[config.mk]
export PLATFORM = sky130hd
export DESIGN_NAME = bcd_alarm_match
export DESIGN_NICKNAME = d
export VERILOG_FILES = /design/src/rtl/bcd_alarm_pkg.sv /design/src/rtl/bcd_alarm_field_cmp.sv /design/src/rtl/bcd_alarm_day_view.sv /design/src/rtl/bcd_alarm_wr_gate.sv /design/src/rtl/bcd_alarm_flag.sv /design/src/rtl/bcd_alarm_match.sv
export SDC_FILE = /design/constraint.sdc
export NUM_CORES = 1
export LEC_CHECK = 0
export ABC_AREA = 1
export BUFFER_PORTS_ARGS = -buffer_cell sky130_fd_sc_hd__buf_4
export CAP_MARGIN = 20
export CORE_MARGIN = 5
export CORE_UTILIZATION = 30
export CTS_CLUSTER_DIAMETER = 100
export CTS_CLUSTER_SIZE = 8
export DETAILED_ROUTE_END_ITERATION = 6
export PLACE_DENSITY = 0.56
export SYNTH_ARGS = -nofsm -noshare
export SYNTH_HDL_FRONTEND = slang
export SYNTH_SLANG_ARGS = --single-unit
[constraint.sdc]
create_clock -name clk -period 2.2 [get_ports clk]
set_clock_uncertainty 0.05 [all_clocks]
set_input_delay 0.33 -clock clk [delete_from_list [all_inputs] [get_ports clk]]
set_output_delay 0.33 -clock clk [all_outputs]
set_load 0.1 [all_outputs]
[src/rtl/bcd_alarm_pkg.sv]
package bcd_alarm_pkg;
   // widest compared field: {PM, hour} and the day slot both fit
   localparam int FLD_W   = 7;
   localparam int NUM_FLD = 4;
   localparam int WORD_W  = 32;

   // alarm word bit positions (software-visible layout)
   localparam int SEC_LSB  = 0;
   localparam int SEC_DC   = 7;
   localparam int MIN_LSB  = 8;
   localparam int MIN_DC   = 15;
   localparam int HR_LSB   = 16;
   localparam int HR_PM    = 22;
   localparam int HR_DC    = 23;
   localparam int DAY_LSB  = 24;

   typedef enum int {
      FLD_SEC  = 0,
      FLD_MIN  = 1,
      FLD_HOUR = 2,
      FLD_DAY  = 3
   } fld_e;
endpackage

[src/rtl/bcd_alarm_field_cmp.sv]
module bcd_alarm_field_cmp #(
   parameter int W = 7
) (
   input  logic [W-1:0] want,
   input  logic [W-1:0] have,
   input  logic         dont_care,
   output logic         hit
);
   if (W < 1) begin : g_bad_w
      $error("bcd_alarm_field_cmp: W must be at least 1");
   end

   always_comb begin
      hit = dont_care || (want == have);
   end
endmodule

[src/rtl/bcd_alarm_day_view.sv]
module bcd_alarm_day_view
   import bcd_alarm_pkg::*;
(
   input  logic [7:0]       day_byte,
   input  logic [5:0]       cal_date,
   input  logic [2:0]       cal_wday,
   output logic [FLD_W-1:0] want,
   output logic [FLD_W-1:0] have,
   output logic             dont_care
);
   logic by_weekday;

   always_comb begin
      by_weekday = day_byte[6];
      dont_care  = day_byte[7];
      if (by_weekday) begin
         want = {{(FLD_W-4){1'b0}}, day_byte[3:0]};
         have = {{(FLD_W-3){1'b0}}, cal_wday};
      end else begin
         want = {{(FLD_W-6){1'b0}}, day_byte[5:0]};
         have = {{(FLD_W-6){1'b0}}, cal_date};
      end
   end
endmodule

[src/rtl/bcd_alarm_wr_gate.sv]
module bcd_alarm_wr_gate #(
   parameter int SYNC_CYCLES = 2
) (
   input  logic clk,
   input  logic rst_n,
   input  logic en_next,
   output logic wr_ok
);
   localparam int CNT_W = $clog2(SYNC_CYCLES + 1);
   localparam logic [CNT_W-1:0] LIMIT = CNT_W'(SYNC_CYCLES);

   if (SYNC_CYCLES < 1) begin : g_bad_sync
      $error("bcd_alarm_wr_gate: SYNC_CYCLES must be at least 1");
   end

   logic [CNT_W-1:0] settle_cnt;

   always_ff @(posedge clk or negedge rst_n) begin
      if (!rst_n) begin
         wr_ok      <= 1'b0;
         settle_cnt <= '0;
      end else if (en_next) begin
         wr_ok      <= 1'b0;
         settle_cnt <= '0;
      end else if (!wr_ok) begin
         if (settle_cnt == LIMIT) begin
            wr_ok <= 1'b1;
         end else begin
            settle_cnt <= settle_cnt + 1'b1;
         end
      end
   end
endmodule

[src/rtl/bcd_alarm_flag.sv]
module bcd_alarm_flag (
   input  logic clk,
   input  logic rst_n,
   input  logic fire,
   input  logic clr,
   output logic flag
);
   // a new event outranks a clear in the same cycle so it is never lost
   always_ff @(posedge clk or negedge rst_n) begin
      if (!rst_n) begin
         flag <= 1'b0;
      end else if (fire) begin
         flag <= 1'b1;
      end else if (clr) begin
         flag <= 1'b0;
      end
   end
endmodule

[src/rtl/bcd_alarm_match.sv]
module bcd_alarm_match
   import bcd_alarm_pkg::*;
#(
   parameter int SYNC_CYCLES = 2
) (
   input  logic        clk,
   input  logic        rst_n,
   input  logic        sec_tick,
   input  logic [6:0]  cal_sec,
   input  logic [6:0]  cal_min,
   input  logic [5:0]  cal_hour,
   input  logic        cal_pm,
   input  logic [5:0]  cal_date,
   input  logic [2:0]  cal_wday,
   input  logic        ctrl_we,
   input  logic        ctrl_alarm_en,
   input  logic        ctrl_irq_en,
   input  logic        word_we,
   input  logic [31:0] word_wdata,
   input  logic        flag_clr,
   output logic [31:0] alarm_word,
   output logic        alarm_en,
   output logic        irq_en,
   output logic        wr_allowed,
   output logic        alarm_flag,
   output logic        alarm_irq
);
   if (WORD_W != 32) begin : g_bad_word
      $error("bcd_alarm_match: alarm word must be 32 bits");
   end

   logic                en_next;
   logic [FLD_W-1:0]    want_v [NUM_FLD];
   logic [FLD_W-1:0]    have_v [NUM_FLD];
   logic [NUM_FLD-1:0]  dc_v;
   logic [NUM_FLD-1:0]  hit_v;
   logic                fire;

   // ---------------- control and word storage ----------------
   always_comb begin
      en_next = ctrl_we ? ctrl_alarm_en : alarm_en;
   end

   always_ff @(posedge clk or negedge rst_n) begin
      if (!rst_n) begin
         alarm_en <= 1'b0;
         irq_en   <= 1'b0;
      end else if (ctrl_we) begin
         alarm_en <= ctrl_alarm_en;
         irq_en   <= ctrl_irq_en;
      end
   end

   always_ff @(posedge clk or negedge rst_n) begin
      if (!rst_n) begin
         alarm_word <= '0;
      end else if (word_we && wr_allowed) begin
         alarm_word <= word_wdata;
      end
   end

   bcd_alarm_wr_gate #(
      .SYNC_CYCLES (SYNC_CYCLES)
   ) u_wr_gate (
      .clk     (clk),
      .rst_n   (rst_n),
      .en_next (en_next),
      .wr_ok   (wr_allowed)
   );

   // ---------------- field extraction ----------------
   always_comb begin
      want_v[FLD_SEC]  = alarm_word[SEC_LSB +: 7];
      have_v[FLD_SEC]  = cal_sec;
      dc_v[FLD_SEC]    = alarm_word[SEC_DC];
      want_v[FLD_MIN]  = alarm_word[MIN_LSB +: 7];
      have_v[FLD_MIN]  = cal_min;
      dc_v[FLD_MIN]    = alarm_word[MIN_DC];
      want_v[FLD_HOUR] = {alarm_word[HR_PM], alarm_word[HR_LSB +: 6]};
      have_v[FLD_HOUR] = {cal_pm, cal_hour};
      dc_v[FLD_HOUR]   = alarm_word[HR_DC];
   end

   bcd_alarm_day_view u_day_view (
      .day_byte  (alarm_word[DAY_LSB +: 8]),
      .cal_date  (cal_date),
      .cal_wday  (cal_wday),
      .want      (want_v[FLD_DAY]),
      .have      (have_v[FLD_DAY]),
      .dont_care (dc_v[FLD_DAY])
   );

   // ---------------- per-field comparators ----------------
   for (genvar g = 0; g < NUM_FLD; g++) begin : g_field
      bcd_alarm_field_cmp #(
         .W (FLD_W)
      ) u_cmp (
         .want      (want_v[g]),
         .have      (have_v[g]),
         .dont_care (dc_v[g]),
         .hit       (hit_v[g])
      );
   end

   always_comb begin
      fire = sec_tick && alarm_en && (&hit_v);
   end

   bcd_alarm_flag u_flag (
      .clk   (clk),
      .rst_n (rst_n),
      .fire  (fire),
      .clr   (flag_clr),
      .flag  (alarm_flag)
   );

   always_comb begin
      alarm_irq = alarm_flag && irq_en;
   end
endmodule

==> impl_metrics.py <==
metrics = {
    "outcome": {
        "status": "finished clean",
    },
    "die": {
        "total_die_area_sq_um": 8360,
        "die_height_microns": 91.5,
        "floorplan.rows": 29,
        "core_sq_um": 6390,
        "io_pins": 107,
        "start_util": 0.312,
        "die_width_microns": 91.5,
    },
    "routing": {
        "postRouteWirelength_microns": 5280,
        "viasPerCell": 4.22,
        "ant_nets_after_route": 0,
        "routed-via-count": 1866,
        "first_iter_violations": 49,
        "first_pass_iters": 4,
        "drc": 0,
        "routedWlPerCell_microns": 11.9,
    },
    "timing": {
        "final-max-slew-violation-count": 0,
        "fmaxAchievable_mhz": 692,
        "maxSlewHeadroom": 0.670,
        "hold-worst-slack_ns": 0.203,
        "setup_total_negative_slack_ns": 0,
        "hold_viol_final": 0,
        "report.final.setup_viol": 0,
        "tightest_slew_ns": 0.494,
        "unrepaired_setup_endpoints_after_global_routing": "no",
        "fin_crit_ns": 1.44,
        "final.period_utilization": 0.657,
    },
    "global_route": {
        "grt_overflow_total": 0,
        "first_pass_grt_wire_length_microns": 8730,
        "antenna_violations_before_repair": 0,
        "grt_start_max_net_pins": 39,
        "first_global_vias": 1900,
        "grtUsageTotal": 0.127,
    },
    "clock_network": {
        "cts-htree-levels": 2,
        "cts.sinks": 38,
        "cts_tree": "done",
        "worstSkewPairLatency_ns": 0.28,
        "post_cts_resize_count": 0,
        "cts.clk_slew.worst_paths_ns": 0.07,
        "clk_root_buffer_cell": "clkbuf_8",
        "cts-root-to-sink-buffers": 2,
        "cts_made_buffers": 5,
    },
    "worst_hold_path": {
        "worst_hold_startpoint": "word_wdata[20]",
        "hp-class": "in2reg",
        "timing.hold.worst_endpoint": "alarm_word[20]$_DFFE_PN0P_",
        "hold_path_depth": 2,
    },
    "critical_path": {
        "timing.critical_path.cells": "nand2_1, inv_1, buf_4",
        "standard_cell_with_the_maximum_stage_delay_on_the_critical_path": "dfrtp_1",
        "r2r_start": "u_wr_gate.wr_ok$_DFF_PN0_",
        "critical_path.top_delay_family": "flip-flops",
        "worst_ep_arrival_time_ns": 1.06,
        "reg2reg_slack_ns": 0.77,
        "cp.buffers_inverters": 2,
        "crit_path_start_kind": "register",
        "critPathCaptureType": "output pin",
        "capture_instance_of_the_worst_register_to_register_path": "alarm_word[17]$_DFFE_PN0P_",
        "worst_path_largest_cell_delay_ns": 0.39,
        "required_ns": 1.82,
        "crit_fanout": 3,
        "ff2ff_path_depth": 3,
        "path_class": "reg2out",
    },
    "synthesis": {
        "synthesis.instances": 257,
        "synth_edf_count": 0,
        "post-synth-top-area-fraction": 0.478,
        "synth_sequential_area_ratio": 0.478,
        "synth_top_flop_cell": "dfrtp_1",
        "synth_top_area_cell": "dfrtp_1",
        "synth.cell_area_sq_um": 1990,
        "synth_top_cells_by_area": "dfrtp_1, nand2_1, inv_1",
        "synthMostInstantiatedCell": "nand2_1",
        "synth_commonest_cells": "nand2_1, inv_1, dfrtp_1",
        "postSynthRegisterBits": 38,
        "syn_nets": 328,
        "total_number_of_yosys_warnings": 0,
        "synth_cell_types": 20,
        "synth-async-reset-ratio": 1.00,
        "synthesis.area_per_instance_sq_um": 7.75,
    },
    "place": {
        "dp.final_hpwl_microns": 4280,
        "placed_area_sq_um": 2860,
        "routabilityCongestion": 0.761,
        "dpl.cell_count": 433,
        "io_buffers": 106,
    },
    "finish": {
        "finalNonFillerCells": 442,
        "drive_above_1_share": 0.342,
        "fin_nets": 435,
        "post-route-cell-area_sq_um": 2960,
        "layout-area-overhead-vs-synth_pct": 48.6,
        "insertedDiodeCount": 0,
        "layout.filler_cells": 655,
    },
    "run": {
        "drv.max_cap_violation_count": 0,
    },
}
-- worst max path at each step --
| stage | from | end | slack, ns | depth (start not counted) |
|---|---|---|---|---|
| global route | u_flag.flag$_DFFE_PN0P_ | alarm_irq | 0.66 | 3 |
| floorplan | u_flag.flag$_DFFE_PN0P_ | alarm_irq | 0.17 | 2 |
| detailed placement | word_we | alarm_word[17]$_DFFE_PN0P_ | 0.73 | 4 |
| CTS | u_flag.flag$_DFFE_PN0P_ | alarm_irq | 0.73 | 3 |
| finish | u_flag.flag$_DFFE_PN0P_ | alarm_irq | 0.76 | 3 |
| global placement | word_we | alarm_word[17]$_DFFE_PN0P_ | 0.74 | 4 |
-- area by class of cell --
class	count	area (sq um)	share of cell area
clock inverter	1	5.00	0.00169
inverter	43	161	0.0545
multi-input combinational	167	826	0.279
clock buffer	7	86.3	0.0292
timing repair buffer	109	833	0.282
sequential	38	951	0.321
tap	77	96.3	0.0326
-- flip-flops by register name, summed over array words and instances, names as in the netlist --
name and cells:
alarm_word 32, u_flag.flag 1, alarm_en 1, u_wr_gate.wr_ok 1
u_wr_gate.settle_cnt 2, irq_en 1
-- layout by cell type (no fill, tap or decap), drive strengths merged --
| master | instances |
|---|---|
| mux2 | 12 |
| nand2 | 78 |
| a21oi | 24 |
| dlygate4sd3 | 1 |
| nor2 | 31 |
| buf | 108 |
| nand3 | 9 |
| clkbuf | 7 |
| xor2 | 2 |
| o21ai | 2 |
| inv | 43 |
| ha | 1 |
| xnor2 | 7 |
| clkinv | 1 |
| dfrtp | 38 |
| o21bai | 1 |
-- cell families (layout without fill, tap and decap cells) --
family | count (synthesis) | in the layout | synth area share
AND/OR/NAND/NOR | 118 | 118 | 0.232
adder cells (fa/ha/maj) | 1 | 1 | 0.00628
flip-flops | 38 | 38 | 0.478
AO/OA/AOI/OAI | 27 | 27 | 0.0691
multiplexers | 12 | 12 | 0.0679
buffers and inverters | 52 | 160 | 0.107
XOR/XNOR | 9 | 9 | 0.0396
-- metal layers --
metal  part of all wire  GRT usage  up-vias  wire (microns)
met5                  0          0        -               0
met4              0.011     0.0367        0              56
met3              0.065     0.0421        5             341
met2               0.50      0.215       52            2640
met1               0.42      0.154      821            2240
li1                   -          -      988               -
-- timing repair --
| action | in CTS | in global routing |
|---|---|---|
| hold endpoints to repair | 38 | 0 |
| setup buffers | 0 | 0 |
| hold buffers | 1 | 0 |
-- worst reg2reg max path, cell delays in order (launching register included) --
cell and delay [ns]:
dfrtp_1 0.41, nand2_2 0.24, buf_4 0.27, mux2_1 0.34
-- metrics by stage --
stage / setup WS, ns / utilization
after floorplan: 0.169 / -
after global placement: 0.743 / 0.447
after detailed placement: 0.728 / 0.447
after CTS: 0.730 / 0.463
after global routing: 0.655 / 0.463
final: 0.755 / 0.463
Power is not shown: default switching activity piles up to over one toggle a cycle in this logic, so the estimate is an artifact.
